===== config.mk =====
export PLATFORM = sky130hd
export DESIGN_NAME = tco_output_ctrl
export DESIGN_NICKNAME = d
export VERILOG_FILES = /design/src/rtl/tco_pkg.sv /design/src/rtl/tco_cfg_regs.sv /design/src/rtl/tco_set_delay.sv /design/src/rtl/tco_out_latch.sv /design/src/rtl/tco_output_ctrl.sv
export SDC_FILE = /design/constraint.sdc
export NUM_CORES = 1
export LEC_CHECK = 0
export BUFFER_PORTS_ARGS = -buffer_cell sky130_fd_sc_hd__buf_2
export CAP_MARGIN = 25
export CORE_AREA = 10 10 47 49
export CTS_BUF_LIST = sky130_fd_sc_hd__clkbuf_8
export CTS_CLUSTER_SIZE = 20
export DETAILED_ROUTE_END_ITERATION = 8
export DIE_AREA = 0 0 57 59
export GPL_TIMING_DRIVEN = 1
export SYNTH_ARGS = -nofsm -noshare
export SYNTH_HDL_FRONTEND = slang
export SYNTH_SLANG_ARGS = --single-unit

===== constraint.sdc =====
create_clock -name clk_i -period 1.9 [get_ports clk_i]
set_clock_uncertainty 0.2 [all_clocks]
set_input_delay 0.285 -clock clk_i [delete_from_list [all_inputs] [get_ports clk_i]]
set_output_delay 0.285 -clock clk_i [all_outputs]
set_load 0.01 [all_outputs]

===== src/rtl/tco_pkg.sv =====
// Package: shared types for the timer channel output controller.
// Assumes: single-bit output path; mode encoding is fixed by the requirements.
package tco_pkg;

    typedef enum logic {
        TCO_TOGGLE = 1'b0,
        TCO_COMBO  = 1'b1
    } tco_mode_e;

    typedef struct packed {
        logic      oe;
        tco_mode_e mode;
        logic      lvl;
    } tco_cfg_t;

endpackage


===== src/rtl/tco_cfg_regs.sv =====
// Module: control-bit register file (enable, mode, level).
// Does: stores each field under its own write strobe.
// Assumes: synchronous active-low reset clears every field to 0.
module tco_cfg_regs
    import tco_pkg::*;
(
    input  logic     clk_i,
    input  logic     rst_ni,
    input  logic     wr_oe_en_i,
    input  logic     wr_oe_val_i,
    input  logic     wr_mode_en_i,
    input  logic     wr_mode_val_i,
    input  logic     wr_lvl_en_i,
    input  logic     wr_lvl_val_i,
    output tco_cfg_t cfg_o
);

    tco_cfg_t cfg_q;

    // Per-field register update under independent strobes.
    always_ff @(posedge clk_i) begin
        if (!rst_ni) begin
            cfg_q.oe   <= 1'b0;
            cfg_q.mode <= TCO_TOGGLE;
            cfg_q.lvl  <= 1'b0;
        end else begin
            if (wr_oe_en_i)   cfg_q.oe   <= wr_oe_val_i;
            if (wr_mode_en_i) cfg_q.mode <= tco_mode_e'(wr_mode_val_i);
            if (wr_lvl_en_i)  cfg_q.lvl  <= wr_lvl_val_i;
        end
    end

    assign cfg_o = cfg_q;

endmodule


===== src/rtl/tco_set_delay.sv =====
// Module: delays master-channel set requests by SET_DELAY count clocks.
// Does: captures master events seen in combination mode and shifts them
//       on each count-clock strobe; set_due_o marks the count clock the
//       delayed set belongs to.
// Assumes: SET_DELAY >= 1; reset clears all pending sets.
module tco_set_delay #(
    parameter int unsigned SET_DELAY = 1
) (
    input  logic clk_i,
    input  logic rst_ni,
    input  logic cnt_tick_i,
    input  logic capture_i,
    output logic set_due_o
);

    localparam int unsigned LAST = SET_DELAY - 1;

    logic [LAST:0] pend_q;

    generate
        if (SET_DELAY == 1) begin : g_single
            // Single-stage pending flag, refreshed every count clock.
            always_ff @(posedge clk_i) begin
                if (!rst_ni)         pend_q <= '0;
                else if (cnt_tick_i) pend_q <= capture_i;
            end
        end else begin : g_chain
            // Multi-stage shift of pending sets, advanced every count clock.
            always_ff @(posedge clk_i) begin
                if (!rst_ni)         pend_q <= '0;
                else if (cnt_tick_i) pend_q <= {pend_q[LAST-1:0], capture_i};
            end
        end
    endgenerate

    assign set_due_o = pend_q[LAST];

endmodule


===== src/rtl/tco_out_latch.sv =====
// Module: output latch with timer/software arbitration.
// Does: applies toggle, reset, delayed set or software write to the latch.
//       Priority: toggle / reset, then set, then software write.
// Assumes: timer actions only on count-clock cycles with the enable set.
module tco_out_latch
    import tco_pkg::*;
(
    input  logic     clk_i,
    input  logic     rst_ni,
    input  logic     cnt_tick_i,
    input  logic     evt_own_i,
    input  logic     evt_slave_i,
    input  logic     set_due_i,
    input  tco_cfg_t cfg_i,
    input  logic     wr_lat_en_i,
    input  logic     wr_lat_val_i,
    output logic     lat_o
);

    logic lat_q;
    logic act;
    logic do_tgl;
    logic do_rst;
    logic do_set;
    logic lat_d;

    // Decode which timer action, if any, this cycle carries.
    always_comb begin
        act    = cnt_tick_i & cfg_i.oe;
        do_tgl = act & (cfg_i.mode == TCO_TOGGLE) & evt_own_i;
        do_rst = act & (cfg_i.mode == TCO_COMBO)  & evt_slave_i;
        do_set = act & (cfg_i.mode == TCO_COMBO)  & set_due_i;
    end

    // Select next latch value by fixed priority.
    always_comb begin
        if (do_tgl)           lat_d = ~lat_q;
        else if (do_rst)      lat_d = cfg_i.lvl;
        else if (do_set)      lat_d = ~cfg_i.lvl;
        else if (wr_lat_en_i) lat_d = wr_lat_val_i;
        else                  lat_d = lat_q;
    end

    // Latch register.
    always_ff @(posedge clk_i) begin
        if (!rst_ni) lat_q <= 1'b0;
        else         lat_q <= lat_d;
    end

    assign lat_o = lat_q;

endmodule


===== src/rtl/tco_output_ctrl.sv =====
// Module: timer channel output controller (top).
// Does: drives one timer pin from channel events in toggle or set/reset
//       (PWM) mode, with software default level and read-back.
// Assumes: single clock, count-clock strobe qualifies events,
//          synchronous active-low reset.
module tco_output_ctrl
    import tco_pkg::*;
#(
    parameter int unsigned SET_DELAY = 1
) (
    input  logic clk_i,
    input  logic rst_ni,
    input  logic cnt_tick_i,
    input  logic evt_own_i,
    input  logic evt_slave_i,
    input  logic wr_lat_en_i,
    input  logic wr_lat_val_i,
    input  logic wr_oe_en_i,
    input  logic wr_oe_val_i,
    input  logic wr_mode_en_i,
    input  logic wr_mode_val_i,
    input  logic wr_lvl_en_i,
    input  logic wr_lvl_val_i,
    output logic pin_o,
    output logic lat_rd_o,
    output logic oe_rd_o,
    output logic mode_rd_o,
    output logic lvl_rd_o
);

    tco_cfg_t cfg;
    logic     set_due;
    logic     capture;
    logic     lat;

    tco_cfg_regs u_cfg (
        .clk_i         (clk_i),
        .rst_ni        (rst_ni),
        .wr_oe_en_i    (wr_oe_en_i),
        .wr_oe_val_i   (wr_oe_val_i),
        .wr_mode_en_i  (wr_mode_en_i),
        .wr_mode_val_i (wr_mode_val_i),
        .wr_lvl_en_i   (wr_lvl_en_i),
        .wr_lvl_val_i  (wr_lvl_val_i),
        .cfg_o         (cfg)
    );

    // Master events only start a set in combination mode.
    assign capture = evt_own_i & (cfg.mode == TCO_COMBO);

    tco_set_delay #(.SET_DELAY(SET_DELAY)) u_dly (
        .clk_i      (clk_i),
        .rst_ni     (rst_ni),
        .cnt_tick_i (cnt_tick_i),
        .capture_i  (capture),
        .set_due_o  (set_due)
    );

    tco_out_latch u_lat (
        .clk_i        (clk_i),
        .rst_ni       (rst_ni),
        .cnt_tick_i   (cnt_tick_i),
        .evt_own_i    (evt_own_i),
        .evt_slave_i  (evt_slave_i),
        .set_due_i    (set_due),
        .cfg_i        (cfg),
        .wr_lat_en_i  (wr_lat_en_i),
        .wr_lat_val_i (wr_lat_val_i),
        .lat_o        (lat)
    );

    assign pin_o     = lat;
    assign lat_rd_o  = lat;
    assign oe_rd_o   = cfg.oe;
    assign mode_rd_o = cfg.mode;
    assign lvl_rd_o  = cfg.lvl;

endmodule


Word level (Yosys, flattened, before mapping)
Cells that the tools add are included.
W data, S select, Z words.
- mux-type cells: 4
- reduce and logical (&&, ||, !) cells: 1
- bitwise logic cells: 10
- operators by type and width (kind ; count):
    $and A1 B1 Y1 ; 7
    $mux W1 ; 4
    $reduce_bool A4 Y1 ; 1
    $not A1 Y1 ; 3
- logic and storage cells: 20
- flip-flop bits (word level): 5
- output and inout bits: 5

Logic depth before layout (Yosys ltp)
- depth after elaboration: 6
- gate-level depth with buffers: 3
- gate-level depth less buffers: 3

Modules after synthesis
From an unflattened synthesis, not the netlist that was laid out.
- cell total of the unflattened synthesis: 26
- area total of the unflattened synthesis: 256.5 sq um
- modules (own cells, without submodules) (module ; instances ; area each (sq um) ; cells each):
    tco_cfg_regs ; 1 ; 108.9 ; 9
    tco_out_latch ; 1 ; 97.6 ; 12
    tco_set_delay ; 1 ; 36.3 ; 3
    tco_output_ctrl ; 1 ; 13.8 ; 2

Worst setup path after synthesis
Ideal clock, no wire load.
- path type: reg2reg
- from: register u_cfg.cfg_q, in the netlist u_cfg.cfg_o[1]
- to: register u_lat.lat_q (netlist: u_lat.lat_o)
- period minus slack after synthesis: 1141 ps
- cell stages (with the launch flop): 4
- data required time: 1577 ps
- setup slack: 759 ps
- data arrival time: 817 ps
- cells stage by stage: dfxtp_1 > a21bo_1 > a21oi_2 > o22ai_1
- cells in the longest elaborated chain, start to end: 5
- elaborated cells between the ends (all ways): 10
- those cells by class: mux: 3; bitwise: 6; reduce/logical: 1
- RTL lines (element ; line ; text):
    start, declared ; tco_cfg_regs.sv:18 ; tco_cfg_t cfg_q;
    $and A1 B1 Y1 ; tco_out_latch.sv:31, tco_out_latch.sv:32 ;
    $and A1 B1 Y1 ; tco_out_latch.sv:32 ; do_set = act & (cfg_i.mode == TCO_COMBO) & set_due_i;
    $mux W1 ; tco_out_latch.sv:39 ; else if (do_set) lat_d = ~cfg_i.lvl;
    $mux W1 ; tco_out_latch.sv:38 ; else if (do_rst) lat_d = cfg_i.lvl;
    $mux W1 ; tco_out_latch.sv:37 ; if (do_tgl) lat_d = ~lat_q;
    end signal, assigned ; tco_out_latch.sv:47 ; else lat_q <= lat_d;
    end, declared ; tco_out_latch.sv:20 ; logic lat_q;
Parallel ways exist; a longest one is shown, timed or not.
A chain may end at the register's enable or synchronous reset.

Final worst setup path
- from: register u_cfg.cfg_q, in the netlist u_cfg.cfg_o[1]
- to: output port mode_rd_o
- RTL lines (element ; line ; text):
    end, declared ; tco_output_ctrl.sv:27 ; output logic mode_rd_o,
No word-level cell between the ends.

==> impl_metrics.yaml <==
finish:
  syn_to_final_growth_pct: 57.0
  instances_no_fill: 62
  utilization_pct: 28.0
  layout-drive-gt1-share_pct: 47.8
  n_fill_cell: 162
  n_antenna_cell: 0
  final_nets: 60
drt:
  wl_per_cell_um: 11.6
  drt-pass1-iter-count: 3
  remaining_drc_errors: 0
  drt_first_iter_violations: 2
  ant_nets: 0
  wl_um: 720
  viasPerCell: 4.16
  vias: 258
hold_path:
  hold_depth: 3
  hp-class: "input port to register"
timing:
  finalCritPeriodShare_pct: 68.5
  hold_slack_ns: 0.124
  worst_pin_slew_ns: 0.217
  period_minus_slack_ns: 1.30
  slew_violations: 0
  clock.fmax_ghz: 0.769
  rsz0062_at_grt: "no"
  finalHoldViolCount: 0
  setup_tns_ns: 0
  finalSetupViolations: 0
  slew_headroom_pct: 85.5
pwr:
  power-per-cell-area_nw_per_um2: 897
  p_leak_nw: 0.193
  peakVddDrop_mv: 0.311
  p_total_uw: 352
yosys:
  synth-xor-area-share_pct: 0
  yosys.area_share.adder_pct: 0
  synthMuxAreaShare_pct: 16.5
  synth_area_um2: 250
  yosys_warnings: 0
  synth_compound_area_share_pct: 21.5
  synth_top_family_by_area: "compound AO/OA/AOI/OAI gates"
  synth_cell_types: 16
  avgSynthCellArea_um2: 9.62
  synthCells: 26
  ys_ff_latch: 5
  yosysSeqAreaShare_pct: 40.0
  syn_nets: 39
  yosys.area_share.simple_pct: 19.0
floorplanning:
  coreArea_um2: 1400
  initial_utilization_pct: 17.9
  io_pins: 18
  die_y_um: 59
  die_area_um2: 3360
  die_w_um: 57
  row_count: 14
clock_network:
  root_buffer: "clkbuf_8"
  postCtsHoldBufs: 0
  htree_num_levels: 1
  clk_pin_slew_worst_paths_ns: 0.04
  cts_resized: 0
  postCtsSetupRepairBufs: 0
  worstSkewPairLatency_ns: 0.22
  clkSinkCount: 5
  cts_buffers: 3
  ctsLongestPathBuffers: 2
  cts_tree: "yes"
worst_setup_path:
  critPathMaxFanout: 7
  path_depth: 1
  worstSetupPathType: "register to output pin"
  required_ns: 1.41
  timing.critical_path.to_type: "output pin"
  cp_num_buf_inv: 1
  start_kind: "register"
  critPathMaxStageDelay_ns: 0.42
  worst_path_dominant_cell_family: "flip-flops"
  crit_slowest_cell: "dfxtp_1"
  r2r_cells: 3
  crit_chain: "buf_2"
  critPathArrivalTime_ns: 0.82
grt:
  grt_pass1_wl_um: 1150
  overflow: 0
  grt_usage_pct: 4.63
  antenna_found_initial: 0
  grt_max_degree: 8
  grt_pass1_vias: 262
place:
  gp_congestion: 0.568
  numPortBuffers: 17
  dp.cells: 58
flow_run:
  drv_cap: 0
outcome:
  status: "finished clean"
## final timing paths
kind	startpoint	end	slack (ns)
worst max-delay path	u_cfg.cfg_o[1]	mode_rd_o	0.60
worst min-delay path	wr_lvl_val_i	u_cfg.cfg_o[0]	0.12
worst max register to register	u_cfg.cfg_o[1]	u_lat.lat_o	0.74
worst min register to register	u_dly.set_due_o	u_dly.set_due_o	0.29
## layout make-up
cell class              count  area, um2  share of cell area (%)
flip-flops and latches      5        100                    25.5
clock inverters             1       3.75                   0.955
multi-input cells          20        143                    36.3
repair buffers             17       85.1                    21.7
clock buffers               3       41.3                    10.5
well taps                  16       20.0                    5.10
## stage by stage
stage / setup slack, ns / area, um2
after floorplan: 0.759 / 250
after global routing: 0.538 / 393
after detailed placement: 0.734 / 348
after global placement: 0.756 / 348
final: 0.599 / 393
after CTS: 0.580 / 393
## worst reg2reg max path: stages, from the launching register on
cell and delay [ns]:
dfxtp_1 0.42, a21bo_1 0.24, a21oi_2 0.10, o22ai_1 0.08
## report_power, final
group	internal, mW	switching [mW]
combinational	0.0246	0.0187
clock	0.139	0.0528
sequential	0.112	0.00616
total	0.275	0.0777
## flip-flops by register name, indices dropped and copies added (netlist names)
register,count
u_dly.set_due_o,1
u_lat.lat_o,1
u_cfg.cfg_o,3
## cell families (layout without fill, tap and decap cells)
family	after synthesis	in the layout
flip-flops	5	5
AO/OA/AOI/OAI	7	7
multiplexers	4	4
buffers and inverters	1	21
AND/OR/NAND/NOR	9	9
## cell usage after synthesis
cell type  instances  share of area [%]
a21bo_1            1                4.0
a21boi_1           1                3.0
a21oi_1            1                2.0
a21oi_2            1                3.5
buf_4              1                3.0
dfxtp_1            5                 40
mux2_2             1                4.5
mux2i_1            3                 12
nand2_1            1                1.5
nand2b_1           1                2.5
nand3_1            1                2.0
nor2_1             2                3.0
nor2b_1            4                 10
o2111ai_1          1                3.5
o211ai_1           1                3.0
o22ai_1            1                2.5
## cells in the final DEF, fill, tap and decap left out
cell,count
mux2_2,1
clkbuf_8,3
nor2b_1,4
nor2_1,2
a21oi_2,1
inv_1,1
dfxtp_1,5
mux2i_1,3
nand3_1,1
a21oi_1,1
o2111ai_1,1
o22ai_1,1
nand2b_1,1
nand2_1,1
a21boi_1,1
buf_2,17
o211ai_1,1
a21bo_1,1
## routing by layer
layer	routed length, um	track usage [%]
met1	278	4.17
met2	332	6.20
met3	109	6.22
met4	0	1.01
met5	0	0
Power figures use the tool's default switching activity.
